[config.mk]
export PLATFORM = sky130hd
export DESIGN_NAME = vzb_branch_unit
export DESIGN_NICKNAME = d
export VERILOG_FILES = /design/src/rtl/vzb_pkg.sv /design/src/rtl/vzb_decode.sv /design/src/rtl/vzb_zero_tree.sv /design/src/rtl/vzb_target.sv /design/src/rtl/vzb_branch_unit.sv
export SDC_FILE = /design/constraint.sdc
export NUM_CORES = 1
export LEC_CHECK = 0
export BUFFER_PORTS_ARGS = -buffer_cell sky130_fd_sc_hd__buf_4
export CAP_MARGIN = 25
export CELL_PAD_IN_SITES_DETAIL_PLACEMENT = 1
export CELL_PAD_IN_SITES_GLOBAL_PLACEMENT = 1
export CORE_MARGIN = 2
export CORE_UTILIZATION = 31
export DETAILED_ROUTE_END_ITERATION = 12
export PLACE_DENSITY = 0.82
export SLEW_MARGIN = 25
export SYNTH_ARGS = -nofsm -noshare
export SYNTH_HDL_FRONTEND = slang
export SYNTH_SLANG_ARGS = --single-unit
[constraint.sdc]
create_clock -name clk_i -period 1.28 [get_ports clk_i]
set_input_delay 0 -clock clk_i [delete_from_list [all_inputs] [get_ports clk_i]]
set_output_delay 0 -clock clk_i [all_outputs]
set_load 0.02 [all_outputs]
[src/rtl/vzb_pkg.sv]
package vzb_pkg;
  localparam int unsigned INSTR_W  = 32;
  localparam int unsigned OFF_W    = 16;
  localparam int unsigned REG_W    = 5;
  localparam logic [5:0]  MAJOR_OP = 6'b010001;
  localparam logic [2:0]  SUB_OP   = 3'b110;

  typedef enum logic [1:0] {
    FMT_B = 2'b00,
    FMT_H = 2'b01,
    FMT_W = 2'b10,
    FMT_D = 2'b11
  } lane_fmt_e;

  typedef struct packed {
    logic             major_ok;
    logic             sub_ok;
    lane_fmt_e        fmt;
    logic [REG_W-1:0] vreg;
    logic [OFF_W-1:0] off;
  } dec_t;
endpackage

[src/rtl/vzb_decode.sv]
module vzb_decode
  import vzb_pkg::*;
(
  input  logic [INSTR_W-1:0] instr_i,
  output dec_t               dec_o
);
  always_comb begin
    dec_o.major_ok = (instr_i[31:26] == MAJOR_OP);
    dec_o.sub_ok   = (instr_i[25:23] == SUB_OP);
    dec_o.fmt      = lane_fmt_e'(instr_i[22:21]);
    dec_o.vreg     = instr_i[20:16];
    dec_o.off      = instr_i[15:0];
  end
endmodule

[src/rtl/vzb_zero_tree.sv]
module vzb_zero_tree
  import vzb_pkg::*;
#(
  parameter int unsigned VLEN      = 128,
  parameter int unsigned MIN_LANE  = 8,
  parameter int unsigned NUM_SIZES = 4
) (
  input  logic [VLEN-1:0] vec_i,
  input  lane_fmt_e       fmt_i,
  output logic            any_zero_o
);
  localparam int unsigned NB = VLEN / MIN_LANE;

  logic [NUM_SIZES-1:0][NB-1:0] zt;
  logic [NUM_SIZES-1:0]         lvl_any;

  // level 0: smallest lanes; each higher level pairs neighbours
  for (genvar i = 0; i < NB; i++) begin : g_l0
    assign zt[0][i] = ~|vec_i[i*MIN_LANE +: MIN_LANE];
  end

  for (genvar l = 1; l < NUM_SIZES; l++) begin : g_lvl
    for (genvar i = 0; i < NB; i++) begin : g_bit
      if (i < (NB >> l)) begin : g_pair
        assign zt[l][i] = zt[l-1][2*i] & zt[l-1][2*i+1];
      end else begin : g_pad
        assign zt[l][i] = 1'b0;
      end
    end
  end

  for (genvar l = 0; l < NUM_SIZES; l++) begin : g_any
    assign lvl_any[l] = |zt[l];
  end

  always_comb begin
    unique case (fmt_i)
      FMT_B:   any_zero_o = lvl_any[0];
      FMT_H:   any_zero_o = lvl_any[1];
      FMT_W:   any_zero_o = lvl_any[2];
      default: any_zero_o = lvl_any[3];
    endcase
  end
endmodule

[src/rtl/vzb_target.sv]
module vzb_target
  import vzb_pkg::*;
#(
  parameter int unsigned PC_W   = 32,
  parameter int unsigned SLOT_B = 4
) (
  input  logic [PC_W-1:0]  pc_i,
  input  logic [OFF_W-1:0] off_i,
  output logic [PC_W-1:0]  target_o
);
  localparam int unsigned EXT_W = PC_W - OFF_W - 2;

  logic [PC_W-1:0] slot_pc;
  logic [PC_W-1:0] disp;

  assign slot_pc  = pc_i + PC_W'(SLOT_B);
  assign disp     = {{EXT_W{off_i[OFF_W-1]}}, off_i, 2'b00};
  assign target_o = slot_pc + disp;
endmodule

[src/rtl/vzb_branch_unit.sv]
module vzb_branch_unit
  import vzb_pkg::*;
#(
  parameter int unsigned VLEN = 128,
  parameter int unsigned PC_W = 32
) (
  input  logic               clk_i,
  input  logic               rst_ni,
  input  logic               valid_i,
  input  logic [INSTR_W-1:0] instr_i,
  input  logic [VLEN-1:0]    vec_i,
  input  logic [PC_W-1:0]    pc_i,
  input  logic               vec_en_i,
  input  logic               in_dslot_i,
  output logic               valid_o,
  output logic               hit_o,
  output logic [REG_W-1:0]   vreg_o,
  output logic               taken_o,
  output logic [PC_W-1:0]    target_o,
  output logic               ri_exc_o,
  output logic               vdis_exc_o,
  output logic               dslot_hazard_o
);
  dec_t            dec;
  logic            any_zero;
  logic [PC_W-1:0] tgt;

  vzb_decode u_dec (
    .instr_i (instr_i),
    .dec_o   (dec)
  );

  vzb_zero_tree #(
    .VLEN      (VLEN),
    .MIN_LANE  (8),
    .NUM_SIZES (4)
  ) u_zt (
    .vec_i      (vec_i),
    .fmt_i      (dec.fmt),
    .any_zero_o (any_zero)
  );

  vzb_target #(
    .PC_W   (PC_W),
    .SLOT_B (4)
  ) u_tgt (
    .pc_i     (pc_i),
    .off_i    (dec.off),
    .target_o (tgt)
  );

  logic hit_n, ri_n, vdis_n, taken_n, haz_n;

  always_comb begin
    hit_n   = valid_i & dec.major_ok;
    ri_n    = hit_n & ~dec.sub_ok;
    vdis_n  = hit_n & dec.sub_ok & ~vec_en_i;
    taken_n = hit_n & dec.sub_ok & vec_en_i & any_zero;
    haz_n   = hit_n & in_dslot_i;
  end

  always_ff @(posedge clk_i or negedge rst_ni) begin
    if (!rst_ni) begin
      valid_o        <= 1'b0;
      hit_o          <= 1'b0;
      taken_o        <= 1'b0;
      ri_exc_o       <= 1'b0;
      vdis_exc_o     <= 1'b0;
      dslot_hazard_o <= 1'b0;
      vreg_o         <= '0;
      target_o       <= '0;
    end else begin
      valid_o        <= valid_i;
      hit_o          <= hit_n;
      taken_o        <= taken_n;
      ri_exc_o       <= ri_n;
      vdis_exc_o     <= vdis_n;
      dslot_hazard_o <= haz_n;
      if (valid_i) begin
        vreg_o   <= dec.vreg;
        target_o <= tgt;
      end
    end
  end
endmodule

-- Word-level counts from Yosys, hierarchy flattened
Cells that the tools add are included.
- bits in writable memories: 0
- latch bits: 0
- memories kept: 0
- flip-flop bits (word level): 43
- memory bits (read-only): 0
- output and inout bits: 43
- shift operators: 0
- divide/modulo/power cells: 0
- bitwise logic cells: 23
- eq/ne operators: 4
- multiply operators: 0
- add/sub/neg operators: 2
- reductions and logical operators: 37
- multiplexer cells: 1
- magnitude comparators: 0
- operators with widths (operator ; number):
    $reduce_or A8 Y1 ; 17
    $add A32 B3 Y32 const B ; 1
    $add A32 B32 Y32 ; 1
    $and A1 B1 Y1 ; 21
    $logic_not A1 Y1 ; 16
    $reduce_or A16 Y1 ; 1
    $eq A6 B5 Y1 const B ; 1
    $reduce_or A4 Y1 ; 1
    $eq A3 B3 Y1 const B ; 1
    $pmux W1 S3 ; 1
    $eq A2 B1 Y1 const B ; 1
    $eq A2 B2 Y1 const B ; 1
    $logic_not A2 Y1 ; 1
    $not A1 Y1 ; 2
    $reduce_or A2 Y1 ; 1

-- Depth between registers and ports, before layout
- word-level depth: 8
- depth in mapped cells: 12

-- Hierarchy
From an unflattened synthesis, not the netlist that was laid out.
- cell total of the unflattened synthesis: 429
- area, all modules: 4192.8 µm²
- modules (own cells, without submodules) (module ; area each (µm²) ; cells each ; sequential area each (µm²) ; instances):
    vzb_target ; 1881.8 ; 238 ; 0.0 ; 1
    vzb_branch_unit ; 1559.0 ; 91 ; 1076.0 ; 1
    vzb_zero_tree ; 550.5 ; 73 ; 0.0 ; 1
    vzb_decode ; 201.4 ; 27 ; 0.0 ; 1

-- Least setup slack after synthesis
No wires, ideal clock.
- kind: input to register
- start point: input instr_i[1]
- end point: register target_o[31]
- library setup time: 0.120 ns
- buffers on the path: 0
- arrival: 2.236 ns
- cell stages on the path: 10
- setup slack: -1.076 ns
- cells stage by stage: ha_1 ha_1 fa_1 a211o_2 o211ai_2 a21o_1 o311a_4 or3_4 a31o_1 a31o_1
- word-level cells in the longest chain between the ends: 1
- RTL lines (what ; line ; RTL):
    start, declared ; vzb_branch_unit.sv:10 ; input logic [INSTR_W-1:0] instr_i,
    $add A32 B32 Y32 ; vzb_target.sv:18 ; assign target_o = slot_pc + disp;
    end signal, assigned ; vzb_branch_unit.sv:81 ; target_o <= tgt;
    end, declared ; vzb_branch_unit.sv:19 ; output logic [PC_W-1:0] target_o,
No other way between the ends.
A chain may end at the register's enable or synchronous reset.

-- Final worst setup path
- start point: input instr_i[15]
- end point: register target_o[27]
The elaborated chain is that of the path after synthesis.

==> results.json <==
{
  "status": "finished, violations left",
  "violations": "setup timing",
  "clk_latency_ns": 0.30,
  "overflow": 0,
  "fin_ws_ns": -1.06,
  "cts_tree": "done",
  "postRouteWirelength_um": 28100,
  "netlist_area_mm2": 0.00387,
  "synth_fa_ha_area_share_pct": 19.0,
  "finalSetupViolations": 27,
  "crit_type": "input pin to flop",
  "areaGrowthSynthToFinish_pct": 105,
  "dieWidth_um": 116,
  "synth_top_family_by_area": "compound AO/OA/AOI/OAI gates",
  "cts-root-buf": "clkbuf_16",
  "vias_per_cell": 6.12,
  "ys_async_sr_fraction_pct": 100,
  "synth_edf_count": 0,
  "cts.clk_slew.worst_paths_ns": 0.07,
  "maxCapViolations": 0,
  "relSlewSlack_pct": 41.8,
  "place_ws_ns": -1.26,
  "dieArea_mm2": 0.0134,
  "synth_compound_area_share_pct": 21.5,
  "yosysSeqAreaShare_pct": 27.8,
  "syn-num-nets": 681,
  "end_kind": "flop",
  "hpwl_um": 15500,
  "cp_max_fo": 15,
  "layout-drive-gt1-share_pct": 61.6,
  "io_pins": 240,
  "ir_drop_mv": 0.644,
  "maxSlewViolCount": 0,
  "grt_max_degree": 44,
  "timing.final.crit_share_pct": 183,
  "hp-class": "input pin to flop",
  "grt_pass1_wl_um": 35700,
  "powerDensity_mw_per_mm2": 1020,
  "grt_pass1_vias": 6288,
  "r2r_cells": 2,
  "yosysWarnings": 0,
  "tightest_slew_ns": 0.864,
  "synth.avg_cell_area_um2": 9.08,
  "initial_core_util_pct": 31.9,
  "cts.sink_count": 43,
  "drcViolationCount": 0,
  "port_buffers": 239,
  "route.vias.total": 5861,
  "yosysUniqueCellTypes": 56,
  "n_fill_cell": 1314,
  "post-route-cell-area_mm2": 0.00793,
  "detail-route-antenna-nets": 0,
  "gp_congestion": 0.876,
  "place_area_mm2": 0.00665,
  "hold_violations": 0,
  "synth-main-ff-cell": "dfrtp_1",
  "finClkSkew_ns": 0,
  "fin_crit_ns": 2.34,
  "core-area_mm2": 0.0121,
  "cts_buffer_depth": 2,
  "p_leak_nw": 3.73,
  "die_y_um": 116,
  "critPathRequiredTime_ns": 1.48,
  "cts_made_buffers": 5,
  "tns_ns": -19.37,
  "rows": 40,
  "antenna_found_initial": 1,
  "synthMuxAreaShare_pct": 5.53,
  "dr.pass1.iters": 6,
  "drt_iter0_markers": 687,
  "final_common_cell": "buf_4",
  "hold_depth": 2,
  "synth_xor_area_share_pct": 3.62,
  "grt_usage_pct": 35.6,
  "nets": 1044,
  "diodes": 0,
  "max_freq_ghz": 0.427,
  "ys_seq_elements": 43,
  "crit_path_start_kind": "input pin",
  "rsz0062_at_grt": "true",
  "arrival_ns": 2.55,
  "syn_inst": 426,
  "wl_per_cell_um": 29.4,
  "mostFrequentLayoutCells": "334 x buf_4, 43 x dfrtp_1, 35 x nand2_1",
  "synthSimpleGateAreaFrac_pct": 20.2,
  "htreeDepth": 2
}
-- registers in the layout, summed over array words and instances (netlist names) --
register and count:
dslot_hazard_o 1, hit_o 1, ri_exc_o 1, taken_o 1, target_o 32, valid_o 1
vdis_exc_o 1, vreg_o 5
-- final timing paths --
check	endpoint	start	slack [ns]
worst min-delay path	vreg_o[2]	valid_i	0.09
worst max-delay path	target_o[27]	instr_i[15]	-1.06
max in group asynchronous	taken_o	rst_ni	0.58
worst max register to register	target_o[30]	target_o[30]	0.09
min in group asynchronous	target_o[12]	rst_ni	0.25
worst min register to register	target_o[29]	target_o[29]	0.51
-- area by class of cell --
type	instances	area (um^2)	share of cell area (%)
multi-input cells	358	3530	44.5
well taps	168	210	2.65
clock buffers	5	125	1.58
clock inverters	3	47.5	0.600
flip-flops and latches	43	1080	13.6
inverters	13	53.8	0.679
repair buffers	368	2890	36.4
-- timing repair --
action / 4_1_cts / 5_1_grt
hold buffers: 12 / 1
endpoints found under the setup margin: 27 / 27
cloned: 0 / 0
resized for setup: 95 / 62
hold endpoints to repair: 55 / 1
setup buffers: 17 / 15
pin swaps: 52 / 25
-- cells in the mapped netlist (all sizes together) (3+ instances only) --
cell type | instances | area, um^2
nor3 | 8 | 40.0
a21boi | 5 | 41.3
a211oi | 7 | 52.6
clkbuf | 11 | 41.3
o311ai | 4 | 35.0
or3 | 6 | 42.5
nor2b | 3 | 18.8
nand4 | 15 | 93.8
nand3 | 7 | 35.0
o21bai | 3 | 22.5
nand2 | 39 | 146
a31o | 3 | 26.3
nor4 | 37 | 231
a21oi | 26 | 130
a31oi | 3 | 18.8
a21o | 16 | 121
inv | 13 | 48.8
o21a | 6 | 45.0
o21ai | 17 | 85.1
ha | 57 | 713
o211ai | 5 | 42.5
xnor2 | 10 | 87.6
nor2 | 16 | 60.1
dfrtp | 43 | 1080
mux2 | 19 | 214
xor2 | 6 | 52.6
and3 | 5 | 31.3
o31ai | 6 | 45.0
-- power breakdown --
part / total [mW] / leakage, nW / internal (mW) / switching [mW]
sequential: 1.84 / 0.517 / 1.63 / 0.207
combinational: 4.64 / 3.13 / 2.24 / 2.41
clock: 1.60 / 0.0844 / 0.935 / 0.668
-- metrics by stage --
stage / instances / utilization (%) / hold WS, ns / power [mW]
global route: 958 / 65.4 / 0.0590 / 8.30
finish: 958 / 65.4 / 0.0853 / 8.08
floorplan: 426 / - / -0.296 / 3.35
global placement: 917 / 54.9 / 0.0408 / 5.00
detailed placement: 917 / 54.9 / 0.0530 / 5.19
CTS: 948 / 62.3 / 0.000961 / 7.26
-- cells by family (layout without fill, tap and decap cells) --
family | count (synthesis) | in the layout
flip-flops | 43 | 43
AND/OR/NAND/NOR | 147 | 147
multiplexers | 19 | 19
XOR/XNOR | 16 | 16
AO/OA/AOI/OAI | 118 | 118
buffers and inverters | 25 | 389
adder cells (fa/ha/maj) | 58 | 58
-- routing by layer --
layer	part of all wire, %	routed length, um	global-route usage [%]
met2	51	14300	66.8
met4	6.8	1920	19.8
met5	0	0	0
met1	35	9820	37.0
met3	7.6	2140	7.06
-- worst max-delay path, cell delays in order --
cell,delay [ns]
buf_4,0.19
ha_1,0.35
ha_1,0.45
nand4_1,0.28
o311a_4,0.49
nor4_1,0.44
buf_4,0.21
o21ai_2,0.05
o311ai_2,0.08
Note: power is estimated with default switching activity, not from simulation.
